$ cat config.mk
export PLATFORM = sky130hd
export DESIGN_NAME = hsw_supervisor
export DESIGN_NICKNAME = d
export VERILOG_FILES = /design/src/rtl/hsw_pkg.sv /design/src/rtl/hsw_debounce.sv /design/src/rtl/hsw_tick.sv /design/src/rtl/hsw_supervisor.sv
export SDC_FILE = /design/constraint.sdc
export NUM_CORES = 1
export LEC_CHECK = 0
export BUFFER_PORTS_ARGS = -buffer_cell sky130_fd_sc_hd__buf_4
export CAP_MARGIN = 5
export CORE_MARGIN = 2
export CORE_UTILIZATION = 25
export DETAILED_ROUTE_END_ITERATION = 10
export PLACE_DENSITY_LB_ADDON = 0.1
export SLEW_MARGIN = 30
export SYNTH_ARGS = -nofsm -noshare
export SYNTH_HDL_FRONTEND = slang
export SYNTH_SLANG_ARGS = --single-unit
$ cat constraint.sdc
create_clock -name clk -period 1.7 [get_ports clk]
set_input_delay 0.085 -clock clk [delete_from_list [all_inputs] [get_ports clk]]
set_output_delay 0.085 -clock clk [all_outputs]
set_load 0.03 [all_outputs]
$ cat src/rtl/hsw_pkg.sv
package hsw_pkg;
  typedef enum logic [2:0] {
    ST_OFF   = 3'd0,
    ST_START = 3'd1,
    ST_ON    = 3'd2,
    ST_COOL  = 3'd3,
    ST_LATCH = 3'd4
  } hsw_state_e;

  typedef enum logic [2:0] {
    RSN_NONE  = 3'd0,
    RSN_HARD  = 3'd1,
    RSN_OV    = 3'd2,
    RSN_UV    = 3'd3,
    RSN_TIMER = 3'd4,
    RSN_LIMIT = 3'd5
  } hsw_reason_e;
endpackage

$ cat src/rtl/hsw_debounce.sv
module hsw_debounce #(
  parameter int SET_CYC = 4,
  parameter int CLR_CYC = 4,
  parameter bit INIT    = 1'b0
) (
  input  logic clk,
  input  logic rst_n,
  input  logic raw,
  output logic q
);
  localparam int MAXC = (SET_CYC > CLR_CYC) ? SET_CYC : CLR_CYC;
  localparam int W    = $clog2(MAXC + 1);
  localparam logic [W-1:0] SET_L = W'(SET_CYC - 1);
  localparam logic [W-1:0] CLR_L = W'(CLR_CYC - 1);

  logic [W-1:0] cnt;
  logic [W-1:0] lim;

  // dwell to assert differs from dwell to clear: hysteresis in time
  assign lim = q ? CLR_L : SET_L;

  always_ff @(posedge clk) begin
    if (!rst_n) begin
      q   <= INIT;
      cnt <= '0;
    end else if (raw == q) begin
      cnt <= '0;
    end else if (cnt == lim) begin
      q   <= raw;
      cnt <= '0;
    end else begin
      cnt <= cnt + 1'b1;
    end
  end

  // the qualified level flips only after a full dwell
  assert_deb_dwell_R2: assert property (@(posedge clk) disable iff (!rst_n)
    (q != $past(q)) |-> ($past(cnt) == $past(lim) && $past(raw) == q));
endmodule

$ cat src/rtl/hsw_tick.sv
module hsw_tick #(
  parameter int LIMIT = 16
) (
  input  logic clk,
  input  logic rst_n,
  input  logic clr,
  input  logic run,
  output logic done
);
  localparam int W = $clog2(LIMIT + 1);
  localparam logic [W-1:0] LIM_L = W'(LIMIT);

  logic [W-1:0] cnt;

  assign done = (cnt == LIM_L);

  always_ff @(posedge clk) begin
    if (!rst_n || clr) cnt <= '0;
    else if (run && !done) cnt <= cnt + 1'b1;
  end
endmodule

$ cat src/rtl/hsw_supervisor.sv
module hsw_supervisor
  import hsw_pkg::*;
#(
  parameter int DEB_SET   = 4,
  parameter int DEB_CLR   = 4,
  parameter int T_FLT     = 16,
  parameter int T_OFF     = 20,
  parameter int T_GOOD    = 32,
  parameter int MAX_RETRY = 3,
  parameter int EW        = 8,
  localparam int RW       = $clog2(MAX_RETRY + 1)
) (
  input  logic          clk,
  input  logic          rst_n,
  input  logic          uv_in,
  input  logic          ov_in,
  input  logic          ilim_in,
  input  logic          hard_in,
  input  logic          pgood_in,
  input  logic          clear_in,
  output logic          gate_en,
  output logic          fault,
  output logic          latched,
  output logic [RW-1:0] retry_cnt,
  output logic          evt_stb,
  output logic [2:0]    evt_code,
  output logic [EW-1:0] evt_cnt
);
  localparam logic [RW-1:0] RMAX = RW'(MAX_RETRY);

  hsw_state_e  st, nx;
  hsw_reason_e rsn, brsn;
  logic uv_q, ov_q;
  logic flt_clr, flt_done, off_done, good_done;
  logic ev, bump, clr_r, benign;

  hsw_debounce #(.SET_CYC(DEB_SET), .CLR_CYC(DEB_CLR), .INIT(1'b1)) u_uv (
    .clk(clk), .rst_n(rst_n), .raw(uv_in), .q(uv_q));
  hsw_debounce #(.SET_CYC(DEB_SET), .CLR_CYC(DEB_CLR), .INIT(1'b0)) u_ov (
    .clk(clk), .rst_n(rst_n), .raw(ov_in), .q(ov_q));

  // start-up limit time is cumulative; in conduction only a continuous run counts
  assign flt_clr = !(st == ST_START || st == ST_ON)
                 || (st == ST_START && pgood_in)
                 || (st == ST_ON && !ilim_in);

  hsw_tick #(.LIMIT(T_FLT)) u_flt (
    .clk(clk), .rst_n(rst_n), .clr(flt_clr), .run(ilim_in), .done(flt_done));
  hsw_tick #(.LIMIT(T_OFF)) u_off (
    .clk(clk), .rst_n(rst_n), .clr(st != ST_COOL), .run(1'b1), .done(off_done));
  hsw_tick #(.LIMIT(T_GOOD)) u_good (
    .clk(clk), .rst_n(rst_n), .clr(st != ST_ON), .run(1'b1), .done(good_done));

  always_comb begin
    nx     = st;
    ev     = 1'b0;
    bump   = 1'b0;
    clr_r  = 1'b0;
    benign = 1'b0;
    rsn    = RSN_NONE;
    brsn   = RSN_NONE;
    if (st != ST_LATCH && (hard_in || ov_q)) begin
      nx  = ST_LATCH;
      ev  = 1'b1;
      rsn = hard_in ? RSN_HARD : RSN_OV;
    end else begin
      unique case (st)
        ST_OFF:   if (!uv_q) nx = ST_START;
        ST_START: begin
          if (uv_q) begin benign = 1'b1; brsn = RSN_UV; end
          else if (flt_done) begin benign = 1'b1; brsn = RSN_TIMER; end
          else if (pgood_in) nx = ST_ON;
        end
        ST_ON: begin
          if (uv_q) begin benign = 1'b1; brsn = RSN_UV; end
          else if (flt_done) begin benign = 1'b1; brsn = RSN_TIMER; end
        end
        ST_COOL:  if (off_done) nx = ST_OFF;
        ST_LATCH: if (clear_in) begin nx = ST_OFF; clr_r = 1'b1; end
        default:  nx = ST_OFF;
      endcase
      if (benign) begin
        ev = 1'b1;
        if (retry_cnt == RMAX) begin
          nx  = ST_LATCH;
          rsn = RSN_LIMIT;
        end else begin
          nx   = ST_COOL;
          rsn  = brsn;
          bump = 1'b1;
        end
      end
    end
  end

  always_ff @(posedge clk) begin
    if (!rst_n) begin
      st        <= ST_OFF;
      retry_cnt <= '0;
      evt_stb   <= 1'b0;
      evt_code  <= RSN_NONE;
      evt_cnt   <= '0;
    end else begin
      st      <= nx;
      evt_stb <= ev;
      if (ev) evt_code <= rsn;
      if (ev && evt_cnt != '1) evt_cnt <= evt_cnt + 1'b1;
      if (clr_r) retry_cnt <= '0;
      else if (bump) retry_cnt <= retry_cnt + 1'b1;
      else if (st == ST_ON && good_done) retry_cnt <= '0;
    end
  end

  assign gate_en = (st == ST_START || st == ST_ON) && !hard_in;
  assign fault   = (st == ST_COOL) || (st == ST_LATCH);
  assign latched = (st == ST_LATCH);

  assert_latch_hold_R11: assert property (@(posedge clk) disable iff (!rst_n)
    (st == ST_LATCH && !clear_in) |=> (st == ST_LATCH));
  assert_hard_latch_R8: assert property (@(posedge clk) disable iff (!rst_n)
    hard_in |=> latched);
  assert_retry_bound_R7: assert property (@(posedge clk) disable iff (!rst_n)
    retry_cnt <= RMAX);
  assert_cool_hold_R6: assert property (@(posedge clk) disable iff (!rst_n)
    (st == ST_COOL && !off_done && !hard_in && !ov_q) |=> (st == ST_COOL));
  assert_timer_exit_R4: assert property (@(posedge clk) disable iff (!rst_n)
    (st == ST_START && flt_done) |=> (st != ST_START));
  assert_evt_code_R13: assert property (@(posedge clk) disable iff (!rst_n)
    evt_stb |-> (evt_code != RSN_NONE));
endmodule

==> metrics.md, run 1 <==
| Metric | Value |
|---|---|
| Most frequent cells in the layout | `57 x buf_4, 38 x dfxtp_1, 25 x nor2_1` |
| CP Launch Type | `flop` |
| CP max FO | `5` |
| CTS buffer count | `5` |
| Synth top area cells | `dfxtp_1 39%, ha_1 7.1%, mux2i_1 4.7%, nor2_1 4.4%, nand2_1 3.7%` |
| Synth warn | `0` |
| Die Width | `roughly 96 um` |
| Syn Inst Count | `240` |
| Worst hold margin | `0.0251 ns` |
| Outcome | `finished, violations left` |
| Routed via count | `approximately 1800` |
| Tot GR Track Use | `around an eighth` |
| Number of port buffers | `24` |
| Ys async rst share | `0%` |
| MaxCap Viol Count | `0` |
| CTS tree | `yes` |
| Fmax achieved | `about 0.57 GHz` |
| Via density per instance | `4.50` |
| Hold/Removal Path Class | `in -> reg` |
| WP data required | `~1.9 ns` |
| WL final | `5120 um` |
| Post-CTS Hold Buffers | `0` |
| IO Pins | `25` |
| Cell Area, Synth | `about 2100 um^2` |
| Sequential element share of the synthesized area | `between 30% and 40%` |
| # clock sinks | `41` |
| WS Path Type | `reg -> reg` |
| Worst vdd ir | `0.361 mV` |
| CTS max path bufs | `2` |
| Ant. Diodes | `0` |
| Yosys reg bits | `41` |
| Number of H-tree levels | `2` |
| WP data arrival | `1.99 ns` |
| Initial antenna violation count | `0` |
| Initial Util | `between 20% and 30%` |
| WL/cell | `12.7 um` |
| Pre-CTS setup slack | `-0.0663 ns` |
| Initial drt markers | `40` |
| Die Y | `96.3 um` |
| Final WS setup | `-0.0539 ns` |
| Area growth, synth to finish | `32.5%` |
| Slew Limit Headroom | `73.1%` |
| Final Total Pwr | `2.04 mW` |
| Clock skew | `0.00397 ns` |
| Min Tclk post-route | `1.75 ns` |
| Layout cell share with drive strength beyond 1 | `31.0%` |
| Mean Syn Cell Area | `8.87 um^2` |
| Fin. max-slew vios | `0` |
| Hold Violations, Final | `0` |
| Final core utilization | `34.3%` |
| Fin nets | `316` |
| Synth area leader | `dfxtp_1` |
| Syn_nets | `260` |
| Fin crit share | `103%` |
| DP Wirelength | `3860 um` |
| RSZ-0062 raised after global routing | `true` |
| First-pass DRT Iterations | `4` |
| Std cell rows | `33` |
| GRT overflow | `0` |
| Most common cell after layout, fill and taps aside | `buf_4` |
| Core area | `8220 um^2` |
| ANT nets after route | `0` |
| PwrDens | `722 nW/um^2` |
| Largest net degree at the start of global routing | `24` |
| First-pass GRT wire length | `8420 um` |
| Share of the synthesized area in the top cell type | `38.5%` |
| Worst skew pair latency | `0.29 ns` |
| Die area | `between 9000 and 10000 um^2` |
| Synth cell types | `50` |
| DRC | `0` |
| Leakage | `1.09 nW` |
| Setup TNS | `-0.106 ns` |
| Filler cell count | `about 870` |
| Failing checks | `setup timing` |
| Dominant synthesized flop cell | `dfxtp_1` |
| Vias in the first global route | `between 1500 and 2000` |
| EDFF count, synth | `0` |
| Final setup fails | `4` |
| Crit. End Element | `flop` |
| RePlAce Congestion | `0.742` |
| Clock Tree Root | `clkbuf_8` |
| Worst-path clk slew | `0.08 ns` |
| Tightest Pin Transition | `0.403 ns` |
==> report_power, final <==
group / internal [mW] / total, mW / leakage [nW] / switching (mW)
clock: 0.479 / 0.830 / 0.0585 / 0.351
combinational: 0.0909 / 0.212 / 0.695 / 0.121
sequential: 0.979 / 0.995 / 0.334 / 0.0154
==> area by class of cell <==
cell class / instances / area (um^2) / share of cell area [%]
clock buffers: 7 / 86.3 / 3.06
repair buffers: 58 / 439 / 15.6
flip-flops and latches: 41 / 825 / 29.2
well taps: 105 / 131 / 4.66
clock inverters: 1 / 30.0 / 1.06
inverters: 17 / 68.8 / 2.44
multi-input cells: 173 / 1240 / 44.0
==> metal layers <==
layer  vias up  global-route usage [%]  wire length [um]
met3         2                    2.58               131
met2        22                    18.6              2400
met1       830                    16.0              2550
met5         -                       0                 0
li1        956                       -                 -
met4         0                    3.52                34
==> cell usage after synthesis, drive strengths merged, types with 2 or more instances <==
cell	n
or3	3
nor4b	2
nand2b	7
mux2i	10
buf	6
a21oi	10
nor3	6
o211ai	2
or2	2
ha	12
a311oi	2
clkbuf	3
dfxtp	41
o311ai	2
a211oi	8
inv	16
o21ai	5
and3	2
o22ai	3
or3b	3
nor2	26
nand4	6
nand2	21
xnor2	7
nand3	12
xor2	7
==> metrics by stage <==
stage,instance area [um^2],std cells
floorplan,2160,240
global placement,2640,390
detailed placement,2640,390
CTS,2780,400
global route,2820,402
finish,2820,402
==> kinds of logic after synthesis <==
kind of cell               count (synthesis)  share of synthesized area [%]
adders and majority gates                 12                           7.05
muxes                                     11                           5.23
AOI/OAI and AO/OA                         38                           13.7
xor gates and xnor gates                  14                           5.76
and+or+nand+nor                           98                           24.3
DFF                                       41                           38.5
buffers and inverters                     26                           5.41
==> worst paths after layout <==
kind / start / to / cells past startpoint / slack [ns]
worst min register to register: u_uv.cnt[0]$_SDFF_PP0_ / u_uv.cnt[0]$_SDFF_PP0_ / 1 / 0.42
worst max register to register: u_flt.cnt[0]$_SDFFE_PP0P_ / retry_cnt[0]$_SDFFE_PP0P_ / 6 / -0.05
worst min-delay path: uv_in / u_uv.q$_SDFFE_PN1P_ / 3 / 0.03
worst max-delay path: u_flt.cnt[0]$_SDFFE_PP0P_ / retry_cnt[0]$_SDFFE_PP0P_ / 6 / -0.05
==> registers in the layout, summed over array words and instances, names as in the netlist <==
signal      flops
u_flt.cnt       5
u_good.cnt      6
u_ov.cnt        3
retry_cnt       2
u_off.cnt       5
u_ov.q          1
u_uv.q          1
evt_cnt         8
evt_stb         1
u_uv.cnt        3
st              3
evt_code        3
==> timing repair <==
action,in CTS,in global routing
setup endpoints to repair,10,13
setup buffers,2,2
gates cloned,0,0
resized for setup,2,6
pin swaps,3,2
==> worst max-delay path, cell delays in order, from the launching register on <==
cell	delay, ns
dfxtp_2	0.33
inv_2	0.07
ha_4	0.12
nand4bb_1	0.12
a221o_2	0.44
or4_4	0.50
a21oi_2	0.12
No activity file was read; power rests on OpenSTA's default activity.
==> run 2, diff against run 1 <==
CTS_BUF_LIST = sky130_fd_sc_hd__clkbuf_16   (was default)
==> metrics.md, run 2 (synthesis results as in run 1) <==
| Metric | Value |
|---|---|
| Outcome | `finished, violations left` |
| Failing checks | `setup timing` |
| Fin crit share | `102% (-0.72 points)` |
| Layout Cells excl Fill | `402 (unchanged)` |
| Hold/Removal Path Class | `in -> reg` |
| Sw power | `0.524 mW (+7.4%)` |
| Number of H-tree levels | `2 (unchanged)` |
| Flop pwr share | `43.7% (-5.1 points)` |
| Post-CTS Hold Buffers | `0 (unchanged)` |
| Worst skew pair latency | `0.28 ns (about the same)` |
| CTS tree | `yes` |
| Largest net degree at the start of global routing | `24 (unchanged)` |
| Worst hold margin | `0.0328 ns (+0.00768 ns)` |
| Via density per instance | `4.53 (+0.61%)` |
| First-pass GRT wire length | `8390 um (-0.40%)` |
| Die Width | `96.3 um (unchanged)` |
| WL/cell | `12.7 um (unchanged)` |
| Biggest regs | `evt_cnt (8), u_good.cnt (6)` |
| Int Pwr | `1.75 mW (+13%)` |
| CTS max path bufs | `2 (unchanged)` |
| Largest Register | `evt_cnt` |
| Min Tclk post-route | `1.74 ns (-0.0123 ns)` |
| Reg-to-Reg Start | `u_flt.cnt[0]$_SDFFE_PP0P_` |
| Post-Place Cells | `390 (unchanged)` |
| WP data required | `1.92 ns (about the same)` |
| Initial Util | `25.9% (unchanged)` |
| First-pass DRT Iterations | `4 (unchanged)` |
| Hold Violations, Final | `0 (unchanged)` |
| Clock skew | `0.00275 ns (-0.00122 ns)` |
| Final Total Pwr | `2.28 mW (+12%)` |
| Final WS setup | `-0.0416 ns (+0.0123 ns)` |
| Crit. End Element | `flop` |
| CP Launch Type | `flop` |
| Worst vdd ir | `0.378 mV (+4.7%)` |
| PwrDens | `794 nW/um^2 (+10%)` |
| Number of port buffers | `24 (unchanged)` |
| Leakage | `1.11 nW (+2.2%)` |
| R2R cell count | `6 (unchanged)` |
| Worst setup path start | `u_flt.cnt[0]$_SDFFE_PP0P_` |
| Initial antenna violation count | `0 (unchanged)` |
| Combinational group share of total power | `9.3% (-1.1 points)` |
| Die Y | `96.3 um (unchanged)` |
| Layout cell share with drive strength beyond 1 | `30.6% (-0.34 points)` |
| Hold path startpoint | `uv_in` |
| Sw frac | `23.0% (-0.95 points)` |
| # clock sinks | `41 (unchanged)` |
| Routed via count | `1821 (+0.61%)` |
| Placed inst area | `2640 um^2 (unchanged)` |
| RSZ-0062 raised after global routing | `true` |
| IO Pins | `25 (unchanged)` |
| Tot GR Track Use | `11.8% (unchanged)` |
| Vias in the first global route | `1749 (-0.057%)` |
| Worst-path clk slew | `0.06 ns (-0.02 ns)` |
| Fmax achieved | `0.574 GHz (+0.71%)` |
| Clock share of power | `47.0% (+6.2 points)` |
| Std cell rows | `33 (unchanged)` |
| Area growth, synth to finish | `34.7%` |
| WL final | `5120 um (unchanged)` |
| Final core utilization | `34.9% (+0.56 points)` |
| DRC | `0 (unchanged)` |
| Most common cell after layout, fill and taps aside | `buf_4` |
| Hold depth | `3 (unchanged)` |
| GRT overflow | `0 (unchanged)` |
| Core area | `8220 um^2 (unchanged)` |
| WP data arrival | `1.96 ns (-0.03 ns)` |
| DP Wirelength | `3860 um (unchanged)` |
| MaxCap Viol Count | `0 (unchanged)` |
| Largest register FFs | `8 (unchanged)` |
| RePlAce Congestion | `0.742 (unchanged)` |
| Clock Tree Root | `clkbuf_16` |
| Design area | `2870 um^2 (+1.6%)` |
| Die area | `9270 um^2 (unchanged)` |
| Slew Limit Headroom | `73.1% (about the same)` |
| CP max FO | `5 (unchanged)` |
| Fin. max-slew vios | `0 (unchanged)` |
| Most frequent cells in the layout | `57 x buf_4, 38 x dfxtp_1, 25 x nor2_1` |
| Initial drt markers | `29 (-28%)` |
| Fin nets | `316 (unchanged)` |
| CTS buffer count | `5 (unchanged)` |
| Ant. Diodes | `0 (unchanged)` |
| Final setup fails | `3 (-1)` |
| Tightest Pin Transition | `0.402 ns (-0.000116 ns)` |
| ANT nets after route | `0 (unchanged)` |
| WS Path Type | `reg -> reg` |
## run 2: cell types whose count changed in the layout (fill, tap and decap cells not counted), sizes merged
cell | previous run | this run
inv | 16 | 17
clkbuf | 7 | 5
clkinv | 1 | 2
## run 2: final timing paths
path / to / slack (ns)
worst min-delay path: u_uv.q$_SDFFE_PN1P_ / 0.03
worst max-delay path: retry_cnt[0]$_SDFFE_PP0P_ / -0.04
worst min register to register: u_uv.cnt[0]$_SDFF_PP0_ / 0.42
worst max register to register: retry_cnt[0]$_SDFFE_PP0P_ / -0.04
## run 2: power groups by stage
stage	Clock [mW]	Sequential [mW]	Combinational, mW
after floorplan	0	1.04	0.104
after global placement	0	1.02	0.213
after detailed placement	0	1.02	0.212
after CTS	1.11	0.996	0.214
after global routing	1.15	0.998	0.234
final	1.07	0.996	0.212
## run 2: timing repair
action | in CTS | in global routing
setup buffers | 2 | 2
resized for setup | 2 | 6
pin swaps | 3 | 2
setup endpoints to repair | 10 | 12
## run 2: per-stage QoR
step                setup WS (ns)   TNS, ns
floorplan                -0.00561  -0.00624
global placement          -0.0298    -0.156
detailed placement        -0.0663    -0.318
CTS                       -0.0316   -0.0626
global route               -0.130    -0.767
finish                    -0.0416   -0.0602
## run 2: area by class of cell
| class | instances | area [um^2] |
|---|---|---|
| inverters | 17 | 68.8 |
| fillers | 864 | 5350 |
| multi-input cells | 173 | 1240 |
| clock buffers | 5 | 125 |
| flip-flops and latches | 41 | 825 |
| clock inverters | 3 | 37.5 |
| well taps | 105 | 131 |
| repair buffers | 58 | 439 |
## run 2: layer usage
metal | up-vias | wire length (um) | track usage (%)
li1 | 956 | - | -
met1 | 838 | 2540 | 16.0
met2 | 21 | 2380 | 18.5
met3 | 6 | 126 | 2.58
met4 | 0 | 69 | 3.87
met5 | - | 0 | 0
## run 2: worst max-delay path, stage by stage, from the launching register on
cell	delay [ns]
dfxtp_2	0.32
inv_2	0.06
ha_4	0.12
nand4bb_1	0.12
a221o_2	0.43
or4_4	0.50
a21oi_2	0.11
